==> config.mk <==
export PLATFORM = sky130hd
export DESIGN_NAME = seq_stream_buf
export DESIGN_NICKNAME = d
export VERILOG_FILES = /design/src/rtl/sb_pkg.sv /design/src/rtl/sb_fifo.sv /design/src/rtl/sb_lru.sv /design/src/rtl/sb_rr_arb.sv /design/src/rtl/seq_stream_buf.sv
export SDC_FILE = /design/constraint.sdc
export NUM_CORES = 1
export LEC_CHECK = 0
export BUFFER_PORTS_ARGS = -buffer_cell sky130_fd_sc_hd__buf_2
export CELL_PAD_IN_SITES_DETAIL_PLACEMENT = 0
export CELL_PAD_IN_SITES_GLOBAL_PLACEMENT = 1
export CORE_ASPECT_RATIO = 2
export CORE_MARGIN = 1
export CORE_UTILIZATION = 57
export CTS_BUF_LIST = sky130_fd_sc_hd__clkbuf_8 sky130_fd_sc_hd__clkbuf_16
export DETAILED_ROUTE_END_ITERATION = 10
export GPL_TIMING_DRIVEN = 0
export PLACE_DENSITY_LB_ADDON = 0.1
export SYNTH_ARGS = -nofsm -noshare
export SYNTH_HDL_FRONTEND = slang
export SYNTH_SLANG_ARGS = --single-unit
==> constraint.sdc <==
create_clock -name clk -period 13 [get_ports clk]
set_input_delay 0.65 -clock clk [delete_from_list [all_inputs] [get_ports clk]]
set_output_delay 0.65 -clock clk [all_outputs]
set_load 0.02 [all_outputs]
==> src/rtl/sb_pkg.sv <==
// Shared types for the stream buffer: lookup outcome encoding.
package sb_pkg;
    typedef enum logic [1:0] {
        LK_NONE = 2'd0,
        LK_MISS = 2'd1,
        LK_HIT  = 2'd2,
        LK_WAIT = 2'd3
    } lk_kind_e;
endpackage

==> src/rtl/sb_fifo.sv <==
// One stream FIFO: circular store of block address, ready flag and data,
// plus the next block address to fetch. Assumes DEPTH is a power of two,
// that push and pop never coincide with a flush (flush wins), and that a
// fill targets the slot of the single outstanding read.
module sb_fifo #(
    parameter int AW    = 24,
    parameter int DW    = 32,
    parameter int DEPTH = 4,
    localparam int PW   = $clog2(DEPTH)
) (
    input  logic          clk,
    input  logic          rst_n,
    input  logic          flush_i,
    input  logic [AW-1:0] flush_addr_i,
    input  logic          pop_i,
    input  logic          push_i,
    input  logic          fill_i,
    input  logic [PW-1:0] fill_slot_i,
    input  logic [DW-1:0] fill_data_i,
    output logic          head_vld_o,
    output logic [AW-1:0] head_addr_o,
    output logic          head_rdy_o,
    output logic [DW-1:0] head_data_o,
    output logic          room_o,
    output logic          live_o,
    output logic [AW-1:0] nxt_addr_o,
    output logic [PW-1:0] tail_slot_o
);
    logic [DEPTH-1:0] ent_vld;
    logic [DEPTH-1:0] ent_rdy;
    logic [AW-1:0]    ent_addr [DEPTH];
    logic [DW-1:0]    ent_data [DEPTH];
    logic [PW-1:0]    hd, tl;
    logic [PW:0]      cnt;
    logic             live;
    logic [AW-1:0]    nxt;

    // Control state: claim/flush, pointers, occupancy and flags.
    always_ff @(posedge clk) begin
        if (!rst_n) begin
            live    <= 1'b0;
            nxt     <= '0;
            hd      <= '0;
            tl      <= '0;
            cnt     <= '0;
            ent_vld <= '0;
            ent_rdy <= '0;
        end else begin
            if (fill_i)
                ent_rdy[fill_slot_i] <= 1'b1;
            if (flush_i) begin
                live    <= 1'b1;
                nxt     <= flush_addr_i + AW'(1);
                hd      <= '0;
                tl      <= '0;
                cnt     <= '0;
                ent_vld <= '0;
            end else begin
                if (pop_i) begin
                    ent_vld[hd] <= 1'b0;
                    hd          <= hd + PW'(1);
                end
                if (push_i) begin
                    ent_vld[tl] <= 1'b1;
                    ent_rdy[tl] <= 1'b0;
                    tl          <= tl + PW'(1);
                    nxt         <= nxt + AW'(1);
                end
                cnt <= cnt + (PW+1)'(push_i) - (PW+1)'(pop_i);
            end
        end
    end

    // Payload storage: address on push, data on fill; no reset needed.
    always_ff @(posedge clk) begin
        if (push_i && !flush_i)
            ent_addr[tl] <= nxt;
        if (fill_i)
            ent_data[fill_slot_i] <= fill_data_i;
    end

    assign head_vld_o  = ent_vld[hd];
    assign head_addr_o = ent_addr[hd];
    assign head_rdy_o  = ent_rdy[hd];
    assign head_data_o = ent_data[hd];
    assign room_o      = live && (cnt < (PW+1)'(DEPTH));
    assign live_o      = live;
    assign nxt_addr_o  = nxt;
    assign tail_slot_o = tl;
endmodule

==> src/rtl/sb_lru.sv <==
// Recency ranking over N FIFOs (rank 0 = most recent) and victim choice:
// lowest-numbered unused FIFO, else the FIFO of rank N-1. Assumes N >= 2.
module sb_lru #(
    parameter int N  = 4,
    localparam int RW = $clog2(N)
) (
    input  logic          clk,
    input  logic          rst_n,
    input  logic          touch_i,
    input  logic [RW-1:0] touch_id_i,
    input  logic [N-1:0]  live_i,
    output logic [RW-1:0] victim_o
);
    logic [RW-1:0] rank [N];

    // Move the touched FIFO to rank 0 and age those that were more recent.
    always_ff @(posedge clk) begin
        if (!rst_n) begin
            for (int i = 0; i < N; i++)
                rank[i] <= RW'(i);
        end else if (touch_i) begin
            for (int i = 0; i < N; i++) begin
                if (RW'(i) == touch_id_i)
                    rank[i] <= '0;
                else if (rank[i] < rank[touch_id_i])
                    rank[i] <= rank[i] + RW'(1);
            end
        end
    end

    // Pick the victim: unused FIFOs first, else the oldest rank.
    always_comb begin
        victim_o = '0;
        for (int i = N-1; i >= 0; i--)
            if (rank[i] == RW'(N-1))
                victim_o = RW'(i);
        for (int i = N-1; i >= 0; i--)
            if (!live_i[i])
                victim_o = RW'(i);
    end
endmodule

==> src/rtl/sb_rr_arb.sv <==
// Round-robin grant among N requesters; the pointer moves past the
// granted one when adv_i is set. Assumes adv_i only when any_o is set.
module sb_rr_arb #(
    parameter int N  = 4,
    localparam int RW = $clog2(N)
) (
    input  logic          clk,
    input  logic          rst_n,
    input  logic [N-1:0]  req_i,
    input  logic          adv_i,
    output logic [RW-1:0] grant_o,
    output logic          any_o
);
    logic [RW-1:0] ptr;

    // Search from the pointer upward, wrapping, for the first request.
    always_comb begin
        logic [RW-1:0] idx;
        any_o   = 1'b0;
        grant_o = ptr;
        for (int k = N-1; k >= 0; k--) begin
            idx = RW'((int'(ptr) + k) % N);
            if (req_i[idx]) begin
                any_o   = 1'b1;
                grant_o = idx;
            end
        end
    end

    // Advance the pointer past the served requester.
    always_ff @(posedge clk) begin
        if (!rst_n)
            ptr <= '0;
        else if (adv_i)
            ptr <= RW'((int'(grant_o) + 1) % N);
    end
endmodule

==> src/rtl/seq_stream_buf.sv <==
// Stream buffer top: parallel head compare, hit/wait/miss outcome, claim
// of a FIFO on a miss, and single-outstanding background refill.
// Assumes memory answers each accepted read exactly once, in order.
module seq_stream_buf
    import sb_pkg::*;
#(
    parameter int AW    = 24,
    parameter int DW    = 32,
    parameter int NBUF  = 4,
    parameter int DEPTH = 4,
    localparam int BW   = $clog2(NBUF),
    localparam int PW   = $clog2(DEPTH)
) (
    input  logic          clk,
    input  logic          rst_n,
    input  logic          miss_valid,
    input  logic [AW-1:0] miss_addr,
    output logic          sb_hit,
    output logic          sb_wait,
    output logic [DW-1:0] sb_data,
    output logic          mreq_valid,
    input  logic          mreq_ready,
    output logic [AW-1:0] mreq_addr,
    input  logic          mrsp_valid,
    input  logic [DW-1:0] mrsp_data
);
    logic [NBUF-1:0] head_vld, head_rdy, room, live, match;
    logic [NBUF-1:0] pop, push, flush, fill;
    logic [AW-1:0]   head_addr [NBUF];
    logic [DW-1:0]   head_data [NBUF];
    logic [AW-1:0]   nxt_addr  [NBUF];
    logic [PW-1:0]   tail_slot [NBUF];

    logic            any_match;
    logic [BW-1:0]   sel, victim, grant;
    lk_kind_e        kind;
    logic            rr_any, req_fire;
    logic            busy;
    logic [BW-1:0]   busy_buf;
    logic [PW-1:0]   busy_slot;

    // Compare the miss with every head; the lowest matching FIFO wins.
    always_comb begin
        any_match = 1'b0;
        sel       = '0;
        for (int i = NBUF-1; i >= 0; i--) begin
            match[i] = miss_valid && head_vld[i] && (head_addr[i] == miss_addr);
            if (match[i]) begin
                any_match = 1'b1;
                sel       = BW'(i);
            end
        end
    end

    // Classify the lookup outcome.
    always_comb begin
        if (!miss_valid)
            kind = LK_NONE;
        else if (!any_match)
            kind = LK_MISS;
        else if (head_rdy[sel])
            kind = LK_HIT;
        else
            kind = LK_WAIT;
    end

    assign sb_hit  = (kind == LK_HIT);
    assign sb_wait = (kind == LK_WAIT);
    assign sb_data = sb_hit ? head_data[sel] : '0;

    // Refill: one read at a time, never in a lookup cycle.
    assign mreq_valid = !busy && !miss_valid && rr_any;
    assign mreq_addr  = nxt_addr[grant];
    assign req_fire   = mreq_valid && mreq_ready;

    // Per-FIFO strobes for pop, claim, push and fill.
    always_comb begin
        for (int i = 0; i < NBUF; i++) begin
            pop[i]   = (kind == LK_HIT)  && (sel == BW'(i));
            flush[i] = (kind == LK_MISS) && (victim == BW'(i));
            push[i]  = req_fire && (grant == BW'(i));
            fill[i]  = mrsp_valid && busy && (busy_buf == BW'(i));
        end
    end

    // Track the single outstanding read and the slot it will fill.
    always_ff @(posedge clk) begin
        if (!rst_n) begin
            busy      <= 1'b0;
            busy_buf  <= '0;
            busy_slot <= '0;
        end else if (req_fire) begin
            busy      <= 1'b1;
            busy_buf  <= grant;
            busy_slot <= tail_slot[grant];
        end else if (mrsp_valid) begin
            busy      <= 1'b0;
        end
    end

    for (genvar g = 0; g < NBUF; g++) begin : g_buf
        sb_fifo #(.AW(AW), .DW(DW), .DEPTH(DEPTH)) u_fifo (
            .clk          (clk),
            .rst_n        (rst_n),
            .flush_i      (flush[g]),
            .flush_addr_i (miss_addr),
            .pop_i        (pop[g]),
            .push_i       (push[g]),
            .fill_i       (fill[g]),
            .fill_slot_i  (busy_slot),
            .fill_data_i  (mrsp_data),
            .head_vld_o   (head_vld[g]),
            .head_addr_o  (head_addr[g]),
            .head_rdy_o   (head_rdy[g]),
            .head_data_o  (head_data[g]),
            .room_o       (room[g]),
            .live_o       (live[g]),
            .nxt_addr_o   (nxt_addr[g]),
            .tail_slot_o  (tail_slot[g])
        );
    end

    sb_lru #(.N(NBUF)) u_lru (
        .clk        (clk),
        .rst_n      (rst_n),
        .touch_i    ((kind == LK_HIT) || (kind == LK_MISS)),
        .touch_id_i ((kind == LK_HIT) ? sel : victim),
        .live_i     (live),
        .victim_o   (victim)
    );

    sb_rr_arb #(.N(NBUF)) u_arb (
        .clk     (clk),
        .rst_n   (rst_n),
        .req_i   (room),
        .adv_i   (req_fire),
        .grant_o (grant),
        .any_o   (rr_any)
    );
endmodule

Yosys cells after proc, flatten, opt, wreduce, memory -nomap -nowiden

Memory sizes are Yosys's and may differ from the RTL's. A register that Yosys moved wholly into a read port is not among the register bits.
Index checks and enable logic that the tools add are counted.

Output and inout port bits: 59
Bits in registers: 167
Logic and storage cells: 431
Memories: 9
RAM bits: 904

Reductions and logical operators: 66
$lt $le $gt $ge: 33
Multiplexer cells: 201
$add $sub $neg: 29
Bitwise operators: 35
Equal/unequal tests: 26

Memory list:

| name                     | words | width | read ports | clocked after memory_dff | wr ports | line          | text |
|---|---|---|---|---|---|---|---|
| g_buf[0].u_fifo.ent_data | 4     | 32    | 1          | 1                        | 1        | sb_fifo.sv:32 | `logic [DW-1:0] ent_data [DEPTH];` |
| g_buf[1].u_fifo.ent_data | 4     | 32    | 1          | 1                        | 1        | sb_fifo.sv:32 |  |
| g_buf[2].u_fifo.ent_data | 4     | 32    | 1          | 1                        | 1        | sb_fifo.sv:32 |  |
| g_buf[3].u_fifo.ent_data | 4     | 32    | 1          | 1                        | 1        | sb_fifo.sv:32 |  |
| g_buf[0].u_fifo.ent_addr | 4     | 24    | 1          | 1                        | 1        | sb_fifo.sv:31 | `logic [AW-1:0] ent_addr [DEPTH];` |
| g_buf[1].u_fifo.ent_addr | 4     | 24    | 1          | 1                        | 1        | sb_fifo.sv:31 |  |
| 3 more memories          | -     | -     | -          | -                        | -        | -             |  |

Operators by type and width:

| operator                                                          | number |
|---|---|
| 2-to-1 mux 24 bit                                                 | 10 |
| 2-to-1 mux 4 bit                                                  | 32 |
| adder 24 x 1 -> 24 bit, second input constant                     | 5 |
| == test 24 bit                                                    | 4 |
| 2-to-1 mux 32 bit                                                 | 3 |
| 2-to-1 mux 2 bit                                                  | 45 |
| 2-to-1 mux 1 bit                                                  | 86 |
| binary-select mux 32 bit (select 2 bit)                           | 1 |
| binary-select mux 24 bit (select 2 bit)                           | 1 |
| logical AND 1 bit                                                 | 45 |
| < comparator 2 x 3 -> 1 bit, second input constant                | 14 |
| bitwise AND 4 bit                                                 | 8 |
| inverter 4 bit                                                    | 8 |
| OR 4 bit                                                          | 8 |
| adder 2 x 1 -> 2 bit, second input constant                       | 14 |
| == test 2 bit, second input constant                              | 14 |
| binary-select mux 1 bit (select 2 bit)                            | 13 |
| demux 1 bit (select 2 bit)                                        | 9 |
| greater-or-equal comparator 2 x 1 -> 1 bit, second input constant | 9 |
| adder 3 x 1 -> 3 bit                                              | 4 |
| < comparator 3 bit, second input constant                         | 4 |
| subtractor 3 x 1 -> 3 bit                                         | 4 |
| == test 2 x 1 -> 1 bit, second input constant                     | 5 |
| logical NOT 2 bit                                                 | 5 |
| other kinds (13)                                                  | 39 |

Logic depth before layout (Yosys ltp)

An unclocked memory read counts as a cell.

Depth after elaboration: 23
Depth in mapped cells: 23
Depth with buffers taken out: 17

By module

A second synthesis with hierarchy kept.

Cells, all modules: 2964
Area total of the unflattened synthesis: 47603.2 µm²

Modules (own cells, without submodules):

| module                     | times used | sequential area each (µm²) | cells each | area each (µm²) |
|---|---|---|---|---|
| sb_fifo at g_buf[0].u_fifo | 1          | 7567.3                     | 622        | 10926.7 |
| sb_fifo at g_buf[3].u_fifo | 1          | 7567.3                     | 631        | 10900.5 |
| sb_fifo at g_buf[1].u_fifo | 1          | 7567.3                     | 619        | 10839.1 |
| sb_fifo at g_buf[2].u_fifo | 1          | 7567.3                     | 624        | 10815.4 |
| seq_stream_buf             | 1          | 100.1                      | 357        | 3118.0 |
| sb_lru                     | 1          | 240.2                      | 71         | 730.7 |
| sb_rr_arb                  | 1          | 40.0                       | 40         | 272.8 |

Worst setup path after synthesis

Ideal clock, no wire load.

Path kind: input port to flip-flop
From: in miss_addr[16]
To: reg g_buf[2].u_fifo.cnt[2]
Slack: 8.564 ns
Arrival: 4.308 ns
Required time: 12.872 ns
Buffers on the path: 4
Stages: 20
Cell sequence: clkbuf_1 -> clkbuf_1 -> o2bb2ai_1 -> a2111oi_0 -> o2111ai_1 -> nor3_2 -> a21oi_1 -> a21o_1 -> buf_4 -> a31o_2 -> buf_2 -> nor2_2 -> ha_1 -> inv_1 -> ha_1 -> inv_1 -> fa_1 -> xnor2_1 -> xnor2_1 -> nor2_1

Longest elaborated chain between the ends: 14
Elaborated cells on any way between the ends: 28

RTL lines:

| what                                   | line                 | text |
|---|---|---|
| start: declaration                     | seq_stream_buf.sv:17 | `input logic [AW-1:0] miss_addr,` |
| == test 24 bit                         | seq_stream_buf.sv:47 | `match[i] = miss_valid && head_vld[i] && (head_addr[i] == miss_addr);` |
| logical AND 1 bit                      | seq_stream_buf.sv:47 |  |
| 2-to-1 mux 2 bit (4 in a row)          | seq_stream_buf.sv:48 | `if (match[i]) begin` |
| binary-select mux 1 bit (select 2 bit) | seq_stream_buf.sv:61 | `else if (head_rdy[sel])` |
| 2-to-1 mux 1 bit (not written as such) | seq_stream_buf.sv:61 |  |
| 2-to-1 mux 1 bit                       | seq_stream_buf.sv:61 |  |
| 2-to-1 mux 2 bit                       | seq_stream_buf.sv:59 | `else if (!any_match)` |
| 2-to-1 mux 2 bit                       | seq_stream_buf.sv:57 | `if (!miss_valid)` |
| == test 2 bit                          | seq_stream_buf.sv:79 | `pop[i] = (kind == LK_HIT) && (sel == BW'(i));` |
| logical AND 1 bit *                    | seq_stream_buf.sv:79 |  |
| net g_buf[2].u_fifo.pop_i              | sb_fifo.sv:15        | `input logic pop_i,` |
| subtractor 3 x 1 -> 3 bit *            | sb_fifo.sv:69        | `cnt <= cnt + (PW+1)'(push_i) - (PW+1)'(pop_i);` |
| end signal: assignment                 | sb_fifo.sv:69        |  |
| end: declaration                       | sb_fifo.sv:34        | `logic [PW:0] cnt;` |

Mark *: on every way through the listed nets, which the timed path passes. The rest lies on a longest branch. The select of a mux whose other input is x is not followed.
A chain may end at the register's enable or synchronous reset.

Final worst setup path

From: in miss_addr[16]
To: out sb_data[16]

Longest elaborated chain between the ends: 13
Elaborated cells on any way between the ends: 27

RTL lines:

| what                                   | line                 | text |
|---|---|---|
| == test 24 bit                         | seq_stream_buf.sv:47 |  |
| logical AND 1 bit                      | seq_stream_buf.sv:47 |  |
| 2-to-1 mux 2 bit (4 in a row)          | seq_stream_buf.sv:48 |  |
| binary-select mux 1 bit (select 2 bit) | seq_stream_buf.sv:61 |  |
| 2-to-1 mux 1 bit (not written as such) | seq_stream_buf.sv:61 |  |
| 2-to-1 mux 1 bit                       | seq_stream_buf.sv:61 |  |
| 2-to-1 mux 2 bit                       | seq_stream_buf.sv:59 |  |
| 2-to-1 mux 2 bit                       | seq_stream_buf.sv:57 |  |
| == test 2 bit                          | seq_stream_buf.sv:67 | `assign sb_hit = (kind == LK_HIT);` |
| 2-to-1 mux 32 bit *                    | seq_stream_buf.sv:69 | `assign sb_data = sb_hit ? head_data[sel] : '0;` |
| end: declaration                       | seq_stream_buf.sv:20 | `output logic [DW-1:0] sb_data,` |

Every way passes the cells marked *; elsewhere a longest branch is shown, timed or not. The select of a mux whose other input is x is not followed.

==> metrics.txt <==
run status=complete, but fails checks; violations in the final reports=capacitance limit, slew limit; clock tree from TritonCTS=yes; Max-cap violations=1; Hold Path Stages=4; crit path capture type=output pin; share of Yosys cell area claimed by the top area cell type=0.584; number of endpoints with negative hold slack in the final report=0; Setup TNS Final=0 ns; worst slew margin relative to its limit=-0.0326; residual DRC count=0; kind of critical path=in -> out; Leakage=16.6 nW; Die Height=406 µm; PD cells=133 nW/µm²; ports placed on the boundary=120; Placeable Area=80,600 µm²; share of the core filled with cells in the final layout=0.645; DR iter-0 viols=2,758; number of global-route vias before repair=29,301; maximum ir drop on the vdd rail=0.132 mV; Mapped Cells=3,008; die area=82,700 µm²; adder and majority gate portion of the synthesized area=0.0169; shortest clock period the worst path allows after layout=7.78 ns; worst slack, placed=5.47 ns; multiplexer fraction of the synthesized cell area=0.140; dominant cell type by count on the critical path=clkbuf_1; clk_skew=0.0179 ns; area added between synthesis and finish=11.8%; count of hold-fix buffers inserted at cts=0; Register-to-Register Path Depth=23; clock root buffer=clkbuf_16; router iterations before antenna repair=6; final worst slack=5.22 ns; Seq cells post-synth=1,079; Worst-path clk slew=0.07 ns; leftover overflow at the end of global routing=0; Critical R2R Capture=g_buf[3].u_fifo.cnt[2]$_SDFF_PP0_; maximum buffer depth of the clock tree=3; Yosys warning count=0; worst setup slack for register-to-register paths=6.74 ns; xor and xnor fraction of the mapped netlist area=0.0290; number of I/O port buffers=104; clock latency of the later-clocked register in the worst-skew pair=0.70 ns; filler cell count=5,748; number of flops mapped to enable cells by yosys=904; global-route wire length before repair=205,000 µm; synthesized area per cell=15.4 µm²; Chip Width=204 µm; Seq/Total Area, Yosys=0.660; placed cell count=4,185; number of levels in the clock H-tree=3; dominant cells by area after synthesis=edfxtp_1, mux4_2, dfxtp_1; max frequency=0.129 GHz; combinational family with the most area after synthesis=multiplexers; number of setup buffers added after CTS=0; initial antenna violation count=5; simple-gate share of the synthesized area=0.0701; share of post-route cells with drive strength above 1=0.185; setup repair after global routing missed its margin=no; Post-Syn Area=46,500 µm²; Vias per Instance=6.61; synthesized net count=3,126; fin crit share=0.598; library cell contributing the largest single delay on the critical path=clkbuf_1; synthesized-area fraction occupied by ao, oa, aoi and oai cells=0.0619; peak per-stage delay on the critical path=0.96 ns; sum of routed wire length over all layers=146,000 µm; total via count after detailed routing=28,815; path class of the lowest-slack min-delay path=in -> reg; arrival time at the worst endpoint=7.13 ns; number of distinct library cell variants in the gate-level netlist after synthesis=86; category of the worst setup path launch point=primary input; post-layout net count=3,355; Clock Sink Count=1,079; number of placement rows=147; beginning of the worst hold path=mrsp_valid; antenna violation net count after detailed routing=0; per-cell routed wire length=33.5 µm; starting density of the core=0.577; async set-reset flop share out of synthesis=0; ordered cell list for the critical path=clkbuf_1 > clkbuf_1 > nor2_1 > a2bb2oi_1 > nand4_1 > nor4_1 > nand4_1 > and2_1 > a21o_1 > buf_4 > a31o_2 > buf_2 > inv_1 > clkbuf_1 > o221ai_1 > a21oi_1 > buf_2; cell accounting for the most synthesized area=edfxtp_1; post-CTS resize count=0; Hold Path Sink=busy$_SDFFE_PN0P_; leading cell type by number of instances after synthesis=edfxtp_1; largest fanout on the critical path=10; Total GRT Usage=0.360; required time of the worst setup path=12.35 ns; final instance count without filler cells=4,360; slew at the pin closest to its max-slew limit=1.55 ns; final weighted congestion of routability-driven global placement=0.994; placed wire-length estimate after detailed placement=105,000 µm; leading register cell type out of synthesis=edfxtp_1; number of clock buffers inserted by TritonCTS=93; ranking of synthesized cells by instance count=edfxtp_1, nor2_1, mux4_2; number of endpoints failing setup at the final stage=0; Tot Pwr=6.90 mW; pin count of the biggest net entering global routing=27; final slew viol count=11
-- cells by family after synthesis --
kind of cell	Yosys count
AOI/OAI and AO/OA	431
buffers and inverters	245
xor gates and xnor gates	154
adders and majority gates	61
muxes	358
DFF	1079
and+or+nand+nor	680
-- layout by cell type (no fill, tap or decap), drive strengths merged, types with 8 or more instances in the layout --
| cell type | count |
|---|---|
| mux2 | 21 |
| clkinv | 39 |
| o221ai | 34 |
| and2 | 33 |
| nor2 | 273 |
| nand2 | 129 |
| edfxtp | 904 |
| o22a | 11 |
| a31oi | 29 |
| or3 | 9 |
| a221oi | 8 |
| inv | 93 |
| o22ai | 12 |
| mux4 | 230 |
| nand4 | 36 |
| nand2b | 16 |
| nor4 | 12 |
| o21ai | 67 |
| nand3 | 52 |
| o32ai | 10 |
| mux2i | 107 |
| bufinv | 9 |
| dfxtp | 175 |
| and4 | 10 |
| a211oi | 36 |
| nor2b | 12 |
| and3 | 54 |
| xor2 | 23 |
| a21oi | 137 |
| clkbuf | 217 |
| nor3 | 18 |
| ha | 53 |
| buf | 184 |
| o2111ai | 10 |
| xnor2 | 131 |
-- how the worst max path moves through the flow --
stage / from / to / slack (ns) / cells after the start
global placement: miss_addr[16] / sb_data[16] / 5.48 / 17
global route: miss_addr[16] / sb_data[16] / 5.40 / 17
CTS: miss_addr[16] / sb_data[16] / 5.45 / 17
floorplan: miss_addr[16] / g_buf[2].u_fifo.cnt[2]$_SDFF_PP0_ / 8.56 / 20
detailed placement: miss_addr[16] / sb_data[16] / 5.47 / 17
finish: miss_addr[16] / sb_data[16] / 5.22 / 17
-- worst max-delay path, delay by kind of cell --
kind | cells | cell delay, ns
buffers and inverters | 7 | 3.49
and+or+nand+nor | 5 | 1.74
AOI/OAI and AO/OA | 5 | 1.18
-- through the flow --
| stage | cell area, µm² | hold WS, ns |
|---|---|---|
| floorplan | 46500 | 0.451 |
| global placement | 48300 | 0.462 |
| detailed placement | 48900 | 0.476 |
| CTS | 51900 | 0.256 |
| global route | 52000 | 0.303 |
| finish | 52000 | 0.288 |
-- metal layers --
metal  vias up  GRT usage  part of all wire
met5         -          0           0.00027
met3       458     0.0520             0.068
li1      12217          -                 -
met2      1495      0.630              0.52
met1     14639      0.382              0.32
met4         6      0.297             0.094
-- layout make-up --
| cell class | instances | area, µm² | share of cell area |
|---|---|---|---|
| Timing Repair Buffer | 134 | 996 | 0.0192 |
| Inverter | 79 | 297 | 0.00571 |
| Sequential cell | 1079 | 30600 | 0.590 |
| Buffer | 166 | 756 | 0.0145 |
| Tap cell | 1043 | 1310 | 0.0251 |
| Multi-Input combinational cell | 1684 | 14900 | 0.287 |
| Clock buffer | 101 | 2470 | 0.0476 |
| Antenna cell | 5 | 12.5 | 0.000241 |
| Clock inverter | 69 | 592 | 0.0114 |
-- sequential cells by signal (all words and copies together) (netlist names), named ones only --
signal,flops
busy_slot,2
u_lru.rank,8
busy,1
g_buf.u_fifo.ent_data,512
g_buf.u_fifo.live_o,4
u_arb.ptr,2
g_buf.u_fifo.cnt,12
g_buf.u_fifo.nxt_addr_o,96
g_buf.u_fifo.ent_addr,384
g_buf.u_fifo.ent_rdy,16
busy_buf,2
g_buf.u_fifo.ent_vld,16
g_buf.u_fifo.hd,8
g_buf.u_fifo.tail_slot_o,8
-- report_power, final --
| part | total [mW] | internal [mW] | switching (mW) | leakage [nW] |
|---|---|---|---|---|
| sequential | 3.80 | 3.75 | 0.0498 | 9.31 |
| combinational | 0.274 | 0.0792 | 0.194 | 5.74 |
| clock | 2.82 | 1.55 | 1.27 | 1.54 |
| total | 6.90 | 5.39 | 1.51 | 16.6 |
Note: power is estimated with default switching activity, not from simulation.
